==> src/rtl/es_pkg.sv <==
`timescale 1ns/1ps
package es_pkg;
    typedef logic [1:0] sym_t;
    localparam int unsigned NOM_TICKS_DEF = 8;
endpackage

==> src/rtl/es_clkgen.sv <==
`timescale 1ns/1ps
module es_clkgen #(
    parameter int unsigned NOM_TICKS = es_pkg::NOM_TICKS_DEF
) (
    input  logic clk,
    input  logic rst_n,
    input  logic restart,
    input  logic ref_tick,
    input  logic los,
    input  logic near_full,
    input  logic near_empty,
    output logic rd_clk,
    output logic rd_pulse
);
    localparam int unsigned PW = $clog2(NOM_TICKS + 2);
    localparam logic [PW-1:0] NOM  = PW'(NOM_TICKS);
    localparam logic [PW-1:0] HIGH = PW'(NOM_TICKS / 2);

    typedef struct packed {
        logic [PW-1:0] phase;
        logic [PW-1:0] len;
        logic          pulse;
    } cg_t;

    cg_t cg_d, cg_q;

    always_comb begin
        cg_d       = cg_q;
        cg_d.pulse = 1'b0;
        if (restart) begin
            cg_d.phase = '0;
            cg_d.len   = NOM;
        end else if (ref_tick) begin
            if (cg_q.phase == cg_q.len - PW'(1)) begin
                cg_d.phase = '0;
                cg_d.pulse = 1'b1;
                // one correction per period, chosen at the period start
                if (los)             cg_d.len = NOM;
                else if (near_full)  cg_d.len = NOM - PW'(1);
                else if (near_empty) cg_d.len = NOM + PW'(1);
                else                 cg_d.len = NOM;
            end else begin
                cg_d.phase = cg_q.phase + PW'(1);
            end
        end
    end

    always_ff @(posedge clk or negedge rst_n) begin
        if (!rst_n) begin
            cg_q <= '{phase: '0, len: NOM, pulse: 1'b0};
        end else begin
            cg_q <= cg_d;
        end
    end

    assign rd_clk   = (cg_q.phase < HIGH);
    assign rd_pulse = cg_q.pulse;
endmodule

==> src/rtl/es_store.sv <==
`timescale 1ns/1ps
module es_store #(
    parameter int unsigned DEPTH_MIN = 32,
    parameter int unsigned DEPTH_MAX = 64,
    parameter int unsigned GUARD     = 2
) (
    input  logic         clk,
    input  logic         rst_n,
    input  logic         init,
    input  logic         deep,
    input  logic         push,
    input  es_pkg::sym_t push_sym,
    input  logic         pop,
    output es_pkg::sym_t out_sym,
    output logic         out_stb,
    output logic         near_full,
    output logic         near_empty,
    output logic         ovf_evt,
    output logic         unf_evt
);
    localparam int unsigned AW = $clog2(DEPTH_MAX);
    localparam int unsigned CW = AW + 1;

    typedef struct packed {
        logic [DEPTH_MAX-1:0][1:0] mem;
        logic [AW-1:0]             rd;
        logic [AW-1:0]             wr;
        logic [CW-1:0]             cnt;
        es_pkg::sym_t              sym;
        logic                      stb;
    } st_t;

    st_t st_d, st_q;
    logic [CW-1:0] depth;
    logic          pop_ok, push_ok;

    function automatic logic [AW-1:0] step(input logic [AW-1:0] p,
                                           input logic [CW-1:0] dep);
        return ({1'b0, p} == dep - CW'(1)) ? '0 : p + AW'(1);
    endfunction

    assign depth = deep ? CW'(DEPTH_MAX) : CW'(DEPTH_MIN);

    always_comb begin
        st_d     = st_q;
        st_d.stb = 1'b0;
        ovf_evt  = 1'b0;
        unf_evt  = 1'b0;
        pop_ok   = 1'b0;
        push_ok  = 1'b0;
        if (init) begin
            st_d.mem = '0;
            st_d.rd  = '0;
            st_d.wr  = AW'(depth >> 1);
            st_d.cnt = depth >> 1;
        end else begin
            if (pop) begin
                st_d.stb = 1'b1;
                if (st_q.cnt != '0) begin
                    pop_ok   = 1'b1;
                    st_d.sym = st_q.mem[st_q.rd];
                    st_d.rd  = step(st_q.rd, depth);
                end else begin
                    unf_evt = 1'b1;   // keep previous symbol
                end
            end
            if (push) begin
                if ((st_q.cnt != depth) || pop_ok) begin
                    push_ok = 1'b1;
                    st_d.mem[st_q.wr] = push_sym;
                    st_d.wr = step(st_q.wr, depth);
                end else begin
                    ovf_evt = 1'b1;   // symbol dropped
                end
            end
            st_d.cnt = st_q.cnt + CW'(push_ok) - CW'(pop_ok);
        end
    end

    always_ff @(posedge clk or negedge rst_n) begin
        if (!rst_n) begin
            st_q <= '0;
        end else begin
            st_q <= st_d;
        end
    end

    assign out_sym    = st_q.sym;
    assign out_stb    = st_q.stb;
    assign near_full  = (st_q.cnt >= depth - CW'(GUARD));
    assign near_empty = (st_q.cnt <= CW'(GUARD));
endmodule

==> src/rtl/es_status.sv <==
`timescale 1ns/1ps
module es_status (
    input  logic clk,
    input  logic rst_n,
    input  logic clr,
    input  logic ovf_evt,
    input  logic unf_evt,
    input  logic stat_rd,
    input  logic mask_ovf,
    input  logic mask_unf,
    output logic ovf_flag,
    output logic unf_flag,
    output logic irq
);
    typedef struct packed {
        logic ovf;
        logic unf;
    } fl_t;

    fl_t fl_d, fl_q;

    always_comb begin
        fl_d = fl_q;
        if (clr) begin
            fl_d = '0;
        end else begin
            if (stat_rd) fl_d = '0;
            if (ovf_evt) fl_d.ovf = 1'b1;   // new event wins over the read
            if (unf_evt) fl_d.unf = 1'b1;
        end
    end

    always_ff @(posedge clk or negedge rst_n) begin
        if (!rst_n) begin
            fl_q <= '0;
        end else begin
            fl_q <= fl_d;
        end
    end

    assign ovf_flag = fl_q.ovf;
    assign unf_flag = fl_q.unf;
    assign irq      = (fl_q.ovf & ~mask_ovf) | (fl_q.unf & ~mask_unf);
endmodule

==> src/rtl/es_jitter_buf.sv <==
`timescale 1ns/1ps
module es_jitter_buf #(
    parameter int unsigned DEPTH_MIN = 32,
    parameter int unsigned DEPTH_MAX = 64,
    parameter int unsigned GUARD     = 2,
    parameter int unsigned NOM_TICKS = es_pkg::NOM_TICKS_DEF
) (
    input  logic       clk,
    input  logic       rst_n,
    input  logic       ref_tick,
    input  logic       wr_stb,
    input  logic [1:0] wr_sym,
    input  logic       ja_en,
    input  logic       deep_sel,
    input  logic       los,
    input  logic       stat_rd,
    input  logic       mask_ovf,
    input  logic       mask_unf,
    output logic       rd_clk,
    output logic       rd_stb,
    output logic [1:0] rd_sym,
    output logic       ovf_flag,
    output logic       unf_flag,
    output logic       irq
);
    typedef struct packed {
        logic en;
        logic deep;
    } top_t;

    top_t tp_d, tp_q;
    logic init, depth_chg;
    logic rd_pulse, near_full, near_empty, ovf_evt, unf_evt;
    logic buf_stb;
    es_pkg::sym_t buf_sym;

    assign depth_chg = (deep_sel != tp_q.deep);
    assign init      = ja_en & (~tp_q.en | depth_chg);

    always_comb begin
        tp_d      = tp_q;
        tp_d.en   = ja_en;
        tp_d.deep = deep_sel;
    end

    always_ff @(posedge clk or negedge rst_n) begin
        if (!rst_n) begin
            tp_q <= '0;
        end else begin
            tp_q <= tp_d;
        end
    end

    es_clkgen #(.NOM_TICKS(NOM_TICKS)) u_clk (
        .clk        (clk),
        .rst_n      (rst_n),
        .restart    (init),
        .ref_tick   (ref_tick),
        .los        (los),
        .near_full  (near_full),
        .near_empty (near_empty),
        .rd_clk     (rd_clk),
        .rd_pulse   (rd_pulse)
    );

    es_store #(.DEPTH_MIN(DEPTH_MIN), .DEPTH_MAX(DEPTH_MAX), .GUARD(GUARD)) u_store (
        .clk        (clk),
        .rst_n      (rst_n),
        .init       (init),
        .deep       (deep_sel),
        .push       (wr_stb & ja_en),
        .push_sym   (wr_sym),
        .pop        (rd_pulse & ja_en),
        .out_sym    (buf_sym),
        .out_stb    (buf_stb),
        .near_full  (near_full),
        .near_empty (near_empty),
        .ovf_evt    (ovf_evt),
        .unf_evt    (unf_evt)
    );

    es_status u_stat (
        .clk      (clk),
        .rst_n    (rst_n),
        .clr      (depth_chg),
        .ovf_evt  (ovf_evt),
        .unf_evt  (unf_evt),
        .stat_rd  (stat_rd),
        .mask_ovf (mask_ovf),
        .mask_unf (mask_unf),
        .ovf_flag (ovf_flag),
        .unf_flag (unf_flag),
        .irq      (irq)
    );

    assign rd_sym = ja_en ? buf_sym : wr_sym;
    assign rd_stb = ja_en ? buf_stb : wr_stb;
endmodule

==> config.mk <==
export PLATFORM = sky130hd
export DESIGN_NAME = es_jitter_buf
export DESIGN_NICKNAME = d
export VERILOG_FILES = /design/src/rtl/es_pkg.sv /design/src/rtl/es_clkgen.sv /design/src/rtl/es_store.sv /design/src/rtl/es_status.sv /design/src/rtl/es_jitter_buf.sv
export SDC_FILE = /design/constraint.sdc
export NUM_CORES = 1
export LEC_CHECK = 0
export ABC_AREA = 1
export BUFFER_PORTS_ARGS = -buffer_cell sky130_fd_sc_hd__buf_2
export CORE_MARGIN = 2
export CORE_UTILIZATION = 66
export DETAILED_ROUTE_END_ITERATION = 12
export PLACE_DENSITY = 0.81
export SYNTH_ARGS = -nofsm -noshare
export SYNTH_HDL_FRONTEND = slang
export SYNTH_SLANG_ARGS = --single-unit
==> constraint.sdc <==
create_clock -name clk -period 6 [get_ports clk]
set_input_delay 0.9 -clock clk [delete_from_list [all_inputs] [get_ports clk]]
set_output_delay 0.9 -clock clk [all_outputs]
set_load 0.01 [all_outputs]
==> results.sh <==
export IMPL_crit_required_ns=6.37
export IMPL_synth_top_area_share_pct=44.36
export IMPL_synthArstFlopShare_pct=100.0
export IMPL_synth_flop_cell="dfrtp_1"
export IMPL_fillers=1092
export IMPL_vias=8401
export IMPL_slew_limit_headroom_pct=28.87
export IMPL_cts_tree="yes"
export IMPL_p_clk_share_pct=37.9
export IMPL_drt_total_wl_um=24590
export IMPL_finalCriticalPeriod_ns=3.290
export IMPL_internal_power_w=0.001886
export IMPL_maxCapViolCount=0
export IMPL_worst_pin_slew_ns=1.067
export IMPL_gr_total_overflow=0
export IMPL_power_leakage_nw=4.565
export IMPL_synth_top_cell_by_area="dfrtp_1"
export IMPL_chipWidth_um=121.3
export IMPL_hold_viol=0
export IMPL_ys_types=37
export IMPL_antenna_found_initial=0
export IMPL_grt_pass1_wl_um=40410
export IMPL_drtIter0Drc=1007
export IMPL_ys_warn_count=0
export IMPL_wl_met1_um=10270
export IMPL_drv_slew=0
export IMPL_syn_avg_cell_area_um2=7.543
export IMPL_rows=42
export IMPL_drive_gt1_share_pct=7.327
export IMPL_first_pass_iters=6
export IMPL_skew_ns=0.01387
export IMPL_syn_inst=1204
export IMPL_worstSkewPairLatency_ns=0.44
export IMPL_die_area_mm2=0.01471
export IMPL_top_layer="met4"
export IMPL_period_share_pct=54.83
export IMPL_ys_top_cells_by_area="dfrtp_1 44%, nand2_1 12%, nand3_1 9.9%"
export IMPL_hold_buffers=0
export IMPL_syn_cell_area_mm2=0.009081
export IMPL_grt_max_degree=83
export IMPL_power_density_mw_per_mm2=279.2
export IMPL_ir_drop_mv=0.2862
export IMPL_met3_length_um=2443
export IMPL_worstPathMaxFanout=13
export IMPL_sequentialPowerShare_pct=42.8
export IMPL_ant_nets=0
export IMPL_antenna_cells=0
export IMPL_min_path_type="in -> async"
export IMPL_rsz0062_at_grt="no"
export IMPL_crit_path_start_kind="flop"
export IMPL_dpl_cell_area_mm2=0.009203
export IMPL_grt_use_total_pct=35.84
export IMPL_ctsResizeCount=0
export IMPL_final_area_mm2=0.009749
export IMPL_clk_pin_slew_ns=0.07
export IMPL_coreArea_mm2=0.01335
export IMPL_vias_per_cell=6.101
export IMPL_status="complete, no violations"
export IMPL_root_buffer="clkbuf_16"
export IMPL_drc=0
export IMPL_cts_buffer_depth=2
export IMPL_cts_max_level=4
export IMPL_hpwl_um=15350
export IMPL_grt_pass1_vias=8139
export IMPL_drt_wirelength_per_cell_um=17.86
export IMPL_tns_ns=0
export IMPL_nNetsFinal=1222
export IMPL_io_pins=19
export IMPL_synth_seq_cells=162
export IMPL_die_h_um=121.3
export IMPL_setup_viol=0
export IMPL_worst_setup_path_end_kind="flop"
export IMPL_met2_wirelength_um=11080
export IMPL_worst_setup_path_type="reg -> reg"
export IMPL_io_buffers=18
export IMPL_place_gp_congestion=0.9170
export IMPL_ys_seq_area_share_pct=44.65
export IMPL_p_switching_w=0.0008365
export IMPL_syn_nets=1238
export IMPL_numCtsBuffers=17
export IMPL_cts_sinks=162
export IMPL_start_util_pct=68.04
export IMPL_crit_arrival_ns=3.66
export IMPL_synth_edf_count=0
export IMPL_postCtsSetupRepairBufs=0
export IMPL_swShare_pct=30.73
export IMPL_syn_to_final_growth_pct=7.357
export IMPL_clock_fmax_mhz=304.0
export IMPL_combPwrFrac_pct=19.3
-- per-stage QoR --
step	std cells	power (W)	util, %	setup slack (ns)	hold slack, ns
after CTS	1377	0.002710	73.04	2.768	0.3822
after global routing	1377	0.002836	73.04	2.467	0.3923
after floorplan	1204	0.001546	-	2.799	0.4436
after global placement	1345	0.001674	68.94	2.491	0.4597
after detailed placement	1345	0.001693	68.94	2.361	0.4675
final	1377	0.002722	73.04	2.710	0.3654
-- critical path: stages (launching register included) --
cell,delay [ns]
dfrtp_1,0.42
inv_1,0.16
ha_1,0.17
inv_1,0.07
nor3_4,0.18
nand2_2,0.10
nand2_2,0.14
nand4_2,0.34
nand2_1,0.26
inv_2,0.06
ha_1,0.21
fa_1,0.42
nand3_1,0.11
nand2_1,0.08
a21oi_1,0.16
o21bai_1,0.10
xor2_1,0.15
nor2_1,0.10
-- path summary, 6_finish.rpt --
check	slack, ns	cells past startpoint	end	startpoint
setup / recovery	2.71	17	u_store.st_q[9]	u_store.st_q[6]
setup reg to reg	2.71	17	u_store.st_q[9]	u_store.st_q[6]
hold reg to reg	0.48	2	u_store.st_q[49]	u_store.st_q[49]
hold / removal	0.37	1	u_store.st_q[8]	rst_n
max in group asynchronous	4.35	2	u_store.st_q[127]	rst_n
min in group clk	0.48	2	u_store.st_q[49]	u_store.st_q[49]
-- cell families (layout without fill, tap and decap cells) --
logic type                 after synthesis  count (layout)  synth area share [%]
and+or+nand+nor                        595             595                 28.82
buffers and inverters                  205             202                 9.024
AOI/OAI and AO/OA                      202             202                 12.57
DFF                                    162             162                 44.65
adders and majority gates               22              22                 3.114
xor gates and xnor gates                15              15                 1.447
muxes                                    3               3                0.3720
-- placed cells by master (no fill, tap or decap), types with 8 or more instances in the layout --
| cell type | netlist | final |
|---|---|---|
| clkbuf_16 | 0 | 17 |
| nor2_1 | 76 | 76 |
| nand2_1 | 297 | 296 |
| nand2_4 | 9 | 10 |
| o21ai_0 | 115 | 115 |
| buf_4 | 0 | 12 |
| o211ai_1 | 13 | 13 |
| nand3_1 | 179 | 179 |
| inv_1 | 135 | 135 |
| buf_2 | 22 | 17 |
| xnor2_1 | 8 | 8 |
| a21oi_1 | 11 | 11 |
| nand4_1 | 12 | 12 |
| ha_1 | 21 | 21 |
| o22ai_1 | 53 | 53 |
| dfrtp_1 | 161 | 160 |
-- state kept, by name, indices dropped and copies added, names as in the netlist --
signal and count:
u_clk.rd_pulse 1, u_store.out_stb 1, u_clk.cg_q 7, tp_q 2
u_store.st_q 147, u_stat.ovf_flag 1, u_store.out_sym 2, u_stat.unf_flag 1
-- routing by layer --
| metal | track usage (%) | up-vias |
|---|---|---|
| li1 | - | 3930 |
| met1 | 47.72 | 3957 |
| met2 | 54.85 | 433 |
| met3 | 9.305 | 81 |
| met4 | 17.17 | 0 |
| met5 | 0 | - |
-- Yosys cell counts (2+ instances only) --
| master | count |
|---|---|
| a21oi_1 | 11 |
| buf_1 | 4 |
| buf_2 | 22 |
| buf_6 | 3 |
| clkbuf_1 | 36 |
| clkinv_1 | 4 |
| dfrtp_1 | 161 |
| ha_1 | 21 |
| inv_1 | 135 |
| mux2_2 | 3 |
| nand2_1 | 297 |
| nand2_2 | 5 |
| nand2_4 | 9 |
| nand3_1 | 179 |
| nand4_1 | 12 |
| nor2_1 | 76 |
| nor3_1 | 7 |
| o211ai_1 | 13 |
| o21ai_0 | 115 |
| o21bai_1 | 2 |
| o22ai_1 | 53 |
| o32ai_1 | 2 |
| or2_2 | 7 |
| xnor2_1 | 8 |
| xor2_1 | 7 |
-- power by group through the flow --
stage	Clock [W]	Sequential [W]	Combinational, W
6_report	0.00103	0.00117	0.000525
5_1_grt	0.00107	0.00117	0.000590
4_1_cts	0.00103	0.00116	0.000514
3_5_place_dp	0	0.00118	0.000509
3_3_place_gp	0	0.00118	0.000491
2_1_floorplan	0	0.00118	0.000370
-- cell type report --
cell class / count / area [um^2] / area share (%)
multi-input combinational: 837 / 4214 / 43.22
sequential: 162 / 4056 / 41.61
inverter: 140 / 525.5 / 5.390
tap: 176 / 220.2 / 2.259
clock buffer: 26 / 489.2 / 5.018
clock inverter: 6 / 57.56 / 0.5903
timing repair buffer: 30 / 186.4 / 1.912
Power figures use the tool's default switching activity.
